### src/rtl/wdt_pkg.sv
package wdt_pkg;

  localparam int unsigned DW    = 6;
  localparam int unsigned WIN_W = 11;

  localparam logic [1:0] A_CTRL = 2'd0;
  localparam logic [1:0] A_KICK = 2'd1;
  localparam logic [1:0] A_STAT = 2'd2;

  typedef struct packed {
    logic [2:0] per;
    logic       irq_en;
    logic       wd_en;
    logic       goe;
  } ctrl_t;

  // Deadline in quarter-millisecond ticks; equals the period in ms / 4 * 4.
  function automatic logic [WIN_W-1:0] win_ticks(input logic [2:0] code);
    case (code)
      3'd0:    return WIN_W'(125);
      3'd1:    return WIN_W'(250);
      3'd2:    return WIN_W'(500);
      3'd3:    return WIN_W'(1000);
      default: return WIN_W'(2000);
    endcase
  endfunction

endpackage

### src/rtl/wdt_regs.sv
module wdt_regs
  import wdt_pkg::*;
(
  input  logic          clk,
  input  logic          rst_n,
  input  logic          bus_sel,
  input  logic          bus_we,
  input  logic [1:0]    bus_addr,
  input  logic [DW-1:0] bus_wdata,
  input  logic          expire,
  output ctrl_t         ctrl,
  output logic          status,
  output logic          last_kick,
  output logic          kick_ok,
  output logic          wd_start,
  output logic [DW-1:0] rdata
);

  logic  wr_ctrl, wr_kick, wr_stat;
  ctrl_t ctrl_nxt;

  assign wr_ctrl  = bus_sel & bus_we & (bus_addr == A_CTRL);
  assign wr_kick  = bus_sel & bus_we & (bus_addr == A_KICK);
  assign wr_stat  = bus_sel & bus_we & (bus_addr == A_STAT);
  assign ctrl_nxt = ctrl_t'(bus_wdata);

  // Only a change of the trigger bit counts as a kick
  assign kick_ok  = wr_kick & (bus_wdata[0] != last_kick);
  // Arming edge of the watchdog
  assign wd_start = wr_ctrl & ctrl_nxt.wd_en & ~ctrl.wd_en;

  always_ff @(posedge clk or negedge rst_n) begin
    if (!rst_n) begin
      ctrl      <= '0;
      status    <= 1'b0;
      last_kick <= 1'b0;
    end else begin
      if (wr_ctrl) ctrl <= ctrl_nxt;
      if (kick_ok) last_kick <= bus_wdata[0];
      if (expire)
        status <= 1'b1;
      else if (wr_stat && bus_wdata[0])
        status <= 1'b0;
    end
  end

  always_comb begin
    case (bus_addr)
      A_CTRL:  rdata = ctrl;
      A_KICK:  rdata = {{(DW-1){1'b0}}, last_kick};
      A_STAT:  rdata = {{(DW-1){1'b0}}, status};
      default: rdata = '0;
    endcase
  end

endmodule

### src/rtl/wdt_timer.sv
module wdt_timer
  import wdt_pkg::*;
#(
  parameter int unsigned QTR_CYC = 12500
) (
  input  logic             clk,
  input  logic             rst_n,
  input  logic             run,
  input  logic             restart,
  input  logic [WIN_W-1:0] lim,
  output logic             tick,
  output logic             expire
);

  localparam int unsigned    PRE_W    = (QTR_CYC > 1) ? $clog2(QTR_CYC) : 1;
  localparam logic [PRE_W-1:0] PRE_LAST = PRE_W'(QTR_CYC - 1);

  logic [PRE_W-1:0] pre;
  logic [WIN_W-1:0] cnt;

  assign tick   = run & (pre == PRE_LAST);
  assign expire = tick & ~restart & (cnt >= lim - WIN_W'(1));

  always_ff @(posedge clk or negedge rst_n) begin
    if (!rst_n) begin
      pre <= '0;
      cnt <= '0;
    end else if (!run || restart) begin
      pre <= '0;
      cnt <= '0;
    end else if (tick) begin
      pre <= '0;
      cnt <= cnt + WIN_W'(1);
    end else begin
      pre <= pre + PRE_W'(1);
    end
  end

endmodule

### src/rtl/wdt_gate.sv
module wdt_gate #(
  parameter int unsigned NOUT = 8
) (
  input  logic            goe,
  input  logic            status,
  input  logic            irq_en,
  input  logic [NOUT-1:0] data_in,
  output logic [NOUT-1:0] data_out,
  output logic            out_en,
  output logic            irq
);

  assign out_en = goe & ~status;
  assign irq    = irq_en & status;

  for (genvar g = 0; g < NOUT; g++) begin : g_bit
    assign data_out[g] = data_in[g] & out_en;
  end

endmodule

### src/rtl/toggle_wdog.sv
module toggle_wdog
  import wdt_pkg::*;
#(
  parameter int unsigned NOUT    = 8,
  parameter int unsigned QTR_CYC = 12500
) (
  input  logic            clk,
  input  logic            rst_n,
  input  logic            bus_sel,
  input  logic            bus_we,
  input  logic [1:0]      bus_addr,
  input  logic [DW-1:0]   bus_wdata,
  output logic [DW-1:0]   bus_rdata,
  input  logic [NOUT-1:0] data_in,
  output logic [NOUT-1:0] data_out,
  output logic            out_en,
  output logic            irq
);

  ctrl_t            ctrl;
  logic             status_q, last_kick, kick_ok, wd_start;
  logic             run, restart, tick, expire;
  logic [WIN_W-1:0] lim;

  assign run     = ctrl.wd_en & ~status_q;
  assign restart = kick_ok | wd_start;
  assign lim     = win_ticks(ctrl.per);

  wdt_regs u_regs (
    .clk(clk), .rst_n(rst_n),
    .bus_sel(bus_sel), .bus_we(bus_we), .bus_addr(bus_addr), .bus_wdata(bus_wdata),
    .expire(expire), .ctrl(ctrl), .status(status_q), .last_kick(last_kick),
    .kick_ok(kick_ok), .wd_start(wd_start), .rdata(bus_rdata)
  );

  wdt_timer #(.QTR_CYC(QTR_CYC)) u_timer (
    .clk(clk), .rst_n(rst_n), .run(run), .restart(restart), .lim(lim),
    .tick(tick), .expire(expire)
  );

  wdt_gate #(.NOUT(NOUT)) u_gate (
    .goe(ctrl.goe), .status(status_q), .irq_en(ctrl.irq_en),
    .data_in(data_in), .data_out(data_out), .out_en(out_en), .irq(irq)
  );

endmodule

### config.mk
export PLATFORM = sky130hd
export DESIGN_NAME = toggle_wdog
export DESIGN_NICKNAME = d
export VERILOG_FILES = /design/src/rtl/wdt_pkg.sv /design/src/rtl/wdt_regs.sv /design/src/rtl/wdt_timer.sv /design/src/rtl/wdt_gate.sv /design/src/rtl/toggle_wdog.sv
export SDC_FILE = /design/constraint.sdc
export NUM_CORES = 1
export LEC_CHECK = 0
export ABC_AREA = 1
export BUFFER_PORTS_ARGS = -buffer_cell sky130_fd_sc_hd__buf_2
export CAP_MARGIN = 20
export CORE_MARGIN = 2
export CORE_UTILIZATION = 50
export CTS_CLUSTER_DIAMETER = 50
export DETAILED_ROUTE_END_ITERATION = 10
export GPL_TIMING_DRIVEN = 0
export MAX_ROUTING_LAYER = met4
export PLACE_DENSITY = 0.71
export REMOVE_ABC_BUFFERS = 1
export SETUP_SLACK_MARGIN = 0.5
export SLEW_MARGIN = 30
export SYNTH_ARGS = -nofsm -noshare
export SYNTH_HDL_FRONTEND = slang
export SYNTH_SLANG_ARGS = --single-unit
### constraint.sdc
create_clock -name clk -period 5.6 [get_ports clk]
set_input_delay 1.12 -clock clk [delete_from_list [all_inputs] [get_ports clk]]
set_output_delay 1.12 -clock clk [all_outputs]
set_load 0.005 [all_outputs]
Yosys cells after proc, flatten, opt, wreduce, memory -nomap -nowiden:

Cells that the tools add are included.

* input bits: 20
* register bits: 33

* add/subtract/negate cells: 3
* order comparisons: 1
* bitwise logic cells: 25
* mux-type cells: 8
* equality and inequality tests: 7
* reductions and logical operators: 7

Operators with widths (number)
* 11-bit case mux with 4 select lines: 1
* 14-bit 2-to-1 mux: 2
* 11-bit 2-to-1 mux: 2
* 1-bit bitwise AND: 21
* 6-bit case mux with 3 select lines: 1
* 14-bit by 1-bit adder with 14-bit output (second input constant): 1
* 14-bit equality test (second input constant): 1
* 11-bit by 1-bit adder with 11-bit output (second input constant): 1
* 11-bit >= comparator: 1
* 11-bit by 1-bit subtractor with 11-bit output (second input constant): 1
* 3-bit by 2-bit equality test with 1-bit output (second input constant): 2
* 2-bit nonzero test: 2
* 3-bit by 1-bit equality test with 1-bit output (second input constant): 1
* 3-bit zero test: 1
* 1-bit inverter: 3
* 2-bit by 1-bit equality test with 1-bit output (second input constant): 1
* 2-bit equality test (second input constant): 1
* 2-bit zero test: 1
* 1-bit 2-to-1 mux: 2
* 1-bit logical AND: 1
* 1-bit zero test: 1
* 1-bit logical OR: 1
* 1-bit inequality test: 1
* 1-bit bitwise OR: 1

Logic depth before layout (Yosys ltp):

* depth after elaboration: 9
* gate-level depth with buffers: 16
* gate-level depth less buffers: 16

Hierarchy:

Synthesis repeated with hierarchy kept, for this count alone.

* cell total of the unflattened synthesis: 377
* area, all modules: 2523.7 µm²

By module, submodules not included
* wdt_timer: cells each 284, instances 1, seq. area each 625.6 µm², area each 1918.1 µm²
* wdt_regs: cells each 53, instances 1, seq. area each 200.2 µm², area each 439.2 µm²
* wdt_gate: cells each 21, instances 1, seq. area each 0.0 µm², area each 86.3 µm²
* toggle_wdog: cells each 19, instances 1, seq. area each 0.0 µm², area each 80.1 µm²

Least setup slack after synthesis:

Ideal clock, no wire load.

* kind: in2out
* start point: input port bus_addr[0]
* end point: output port bus_rdata[0]
* stages on the path: 3
* setup slack: 2.985 ns
* data required time: 4.480 ns
* arrival: 1.495 ns
* path buffers: 0
* cell sequence: inv_1 > nand2_1 > o221ai_1

* longest elaborated chain between the ends: 2
* elaborated cells between the ends (all ways): 4

Ends and longest elaborated chain
* from (decl): line toggle_wdog.sv:11 `input logic [1:0] bus_addr,`
* 2-bit equality test (tied with other cells): line wdt_regs.sv:48 `case (bus_addr)`
* 6-bit case mux with 3 select lines *: line wdt_regs.sv:48
* to (decl): line toggle_wdog.sv:13 `output logic [DW-1:0] bus_rdata,`

Every way passes the cells marked *; elsewhere a longest branch is shown, timed or not.

Worst setup path after layout:

Ends and elaborated chain as after synthesis.

==> reports/qor.yml <==
outcome: "finished clean"
leakage_nw: 1.39
clock_skew_ns: 0.00736
die_h_um: 73.0
crit_type: "in2out"
vias: 2156
drive_gt1_share_pct: 18.9
required_ns: 4.48
tightest_slew_ns: 0.737
ys_types: 31
hold_buffers: 0
clk_latency_ns: 0.29
cts_tree: "built"
clock_sinks: 33
top_level_ports: 36
clockBufferDepth: 2
finalNetCount: 409
finalNonFillerCells: 430
grt_pass1_wl_mm: 8.40
synth_edf_count: 0
die_w_um: 73.0
post-route-min-period_ns: 2.92
max_slew_margin_pct: 50.9
synthCells: 338
ant_nets: 0
ctsResizeCount: 0
holdWs_ns: 0.516
cts_setup_buffers: 0
routed_wire_length_per_instance_um: 11.4
drv_cap: 0
core_mm2: 0.00466
clk_pin_slew_ns: 0.08
num_rows: 25
fin_crit_sh_pct: 52.2
cp-start-kind: "input port"
synth-async-reset-ratio_pct: 100
setup_ws_ns: 2.68
dp_cells: 422
drt-initial-drc-count: 79
synth-seq-area-share_pct: 34.7
numCtsBuffers: 5
grt_setup_unrepaired: "no"
ys_ff_latch: 33
via_per_inst: 5.01
wl_mm: 4.90
area_delta_synth_final_pct: 11.7
first_global_vias: 1952
port_buffers: 35
grt_max_degree: 34
maxSlewViolCount: 0
powerDensity_mw_per_mm2: 226
synth_common_cells: "nand2_1 (85), nor2_1 (55), inv_1 (50)"
antenna_cells: 0
track_usage_pct: 20.9
drc: 0
hold_viol: 0
place_ws_ns: 2.67
yosysWarnings: 0
syn_area_per_cell_um2: 7.03
yosysMostFrequentCell: "nand2_1"
gr-total-overflow: 0
antenna_found_initial: 0
synth-main-ff-cell: "dfrtp_1"
hold_class: "reg2reg"
fmax_mhz: 342
globalplace.congestion: 0.862
postPlaceCellArea_mm2: 0.00257
crit_arrival_ns: 1.80
crit_fanout: 7
ir_drop_mv: 0.176
syn_area_mm2: 0.00238
htree_levels: 2
start_util_pct: 51.0
hpwl_mm: 3.75
design_area_mm2: 0.00266
tns_ns: 0
first_pass_iters: 4
dieArea_mm2: 0.00532
synthDominantAreaCellType: "dfrtp_1"
setup_viol: 0
synth_top_area_share_pct: 34.7
fillers: 449
clockRootBuffer: "clkbuf_8"
synthTopCellsByArea: "dfrtp_1 (35%), nand2_1 (13%), nor2_1 (8.7%)"
cp-end-kind: "primary output"
-- metal layers --
layer  vias up  global-route usage [%]  wire length [um]
met3        11                    4.56               163
met5         -                       -                 0
met4         0                    7.20                83
met2        35                    33.4              2280
met1       972                    26.2              2360
li1       1138                       -                 -
-- final cells by class --
class / instances / area (um2) / share of cell area (%)
well taps: 54 / 67.6 / 2.54
inverters: 54 / 205 / 7.73
multi-input cells: 246 / 1290 / 48.8
clock inverters: 3 / 17.5 / 0.660
repair buffers: 35 / 175 / 6.60
clock buffers: 5 / 68.8 / 2.59
flip-flops and latches: 33 / 826 / 31.1
-- per-stage QoR --
step	util (%)	power, W
after CTS	57.0	0.000608
final	57.0	0.000599
after detailed placement	55.1	0.000427
after global placement	55.1	0.000421
after floorplan	-	0.000372
after global routing	57.0	0.000642
-- worst max-delay path, cell delays in order --
cell and delay [ns]:
buf_2 0.11, inv_1 0.08, nand2_1 0.17, o221ai_1 0.19, buf_2 0.14
-- report_power, final --
part	switching, W	internal, W
clock network	0.0000941	0.0000858
logic	0.000101	0.0000533
registers	0.0000124	0.000253
total	0.000207	0.000392
-- logic make-up after synthesis --
logic type      synth area share [%]
other cells                    0.158
flops                           34.7
buf+inv                         10.8
xor+xnor                        2.95
compound gates                  7.53
fa+ha+maj                       7.37
simple gates                    36.5
-- placed cells by master, fill, tap and decap left out, drive strengths merged, types with 5 or more instances in the layout --
cell type	instances
inv	54
clkbuf	5
nand4	13
nor2	62
nand3	22
dfrtp	33
ha	14
a21oi	9
buf	35
nand2	92
o21ai	16
-- final timing paths --
path	cells after the start	start	slack, ns	to
worst min register to register	1	u_timer.pre[0]$_DFF_PN0_	0.52	u_timer.pre[0]$_DFF_PN0_
worst max-delay path	5	bus_addr[0]	2.68	bus_rdata[0]
worst min-delay path	1	u_timer.pre[0]$_DFF_PN0_	0.52	u_timer.pre[0]$_DFF_PN0_
worst max register to register	14	u_regs.ctrl[5]$_DFFE_PN0P_	3.27	u_regs.status$_DFFE_PN0P_
min in group asynchronous	1	rst_n	0.89	u_timer.pre[2]$_DFF_PN0_
max in group asynchronous	1	rst_n	4.24	u_regs.ctrl[3]$_DFFE_PN0P_
-- state kept, by name, indices dropped and copies added (netlist names) --
name,count
u_timer.cnt,11
u_regs.ctrl,6
u_timer.pre,14
u_regs.last_kick,1
u_regs.status,1
No activity file was read; power rests on OpenSTA's default activity.
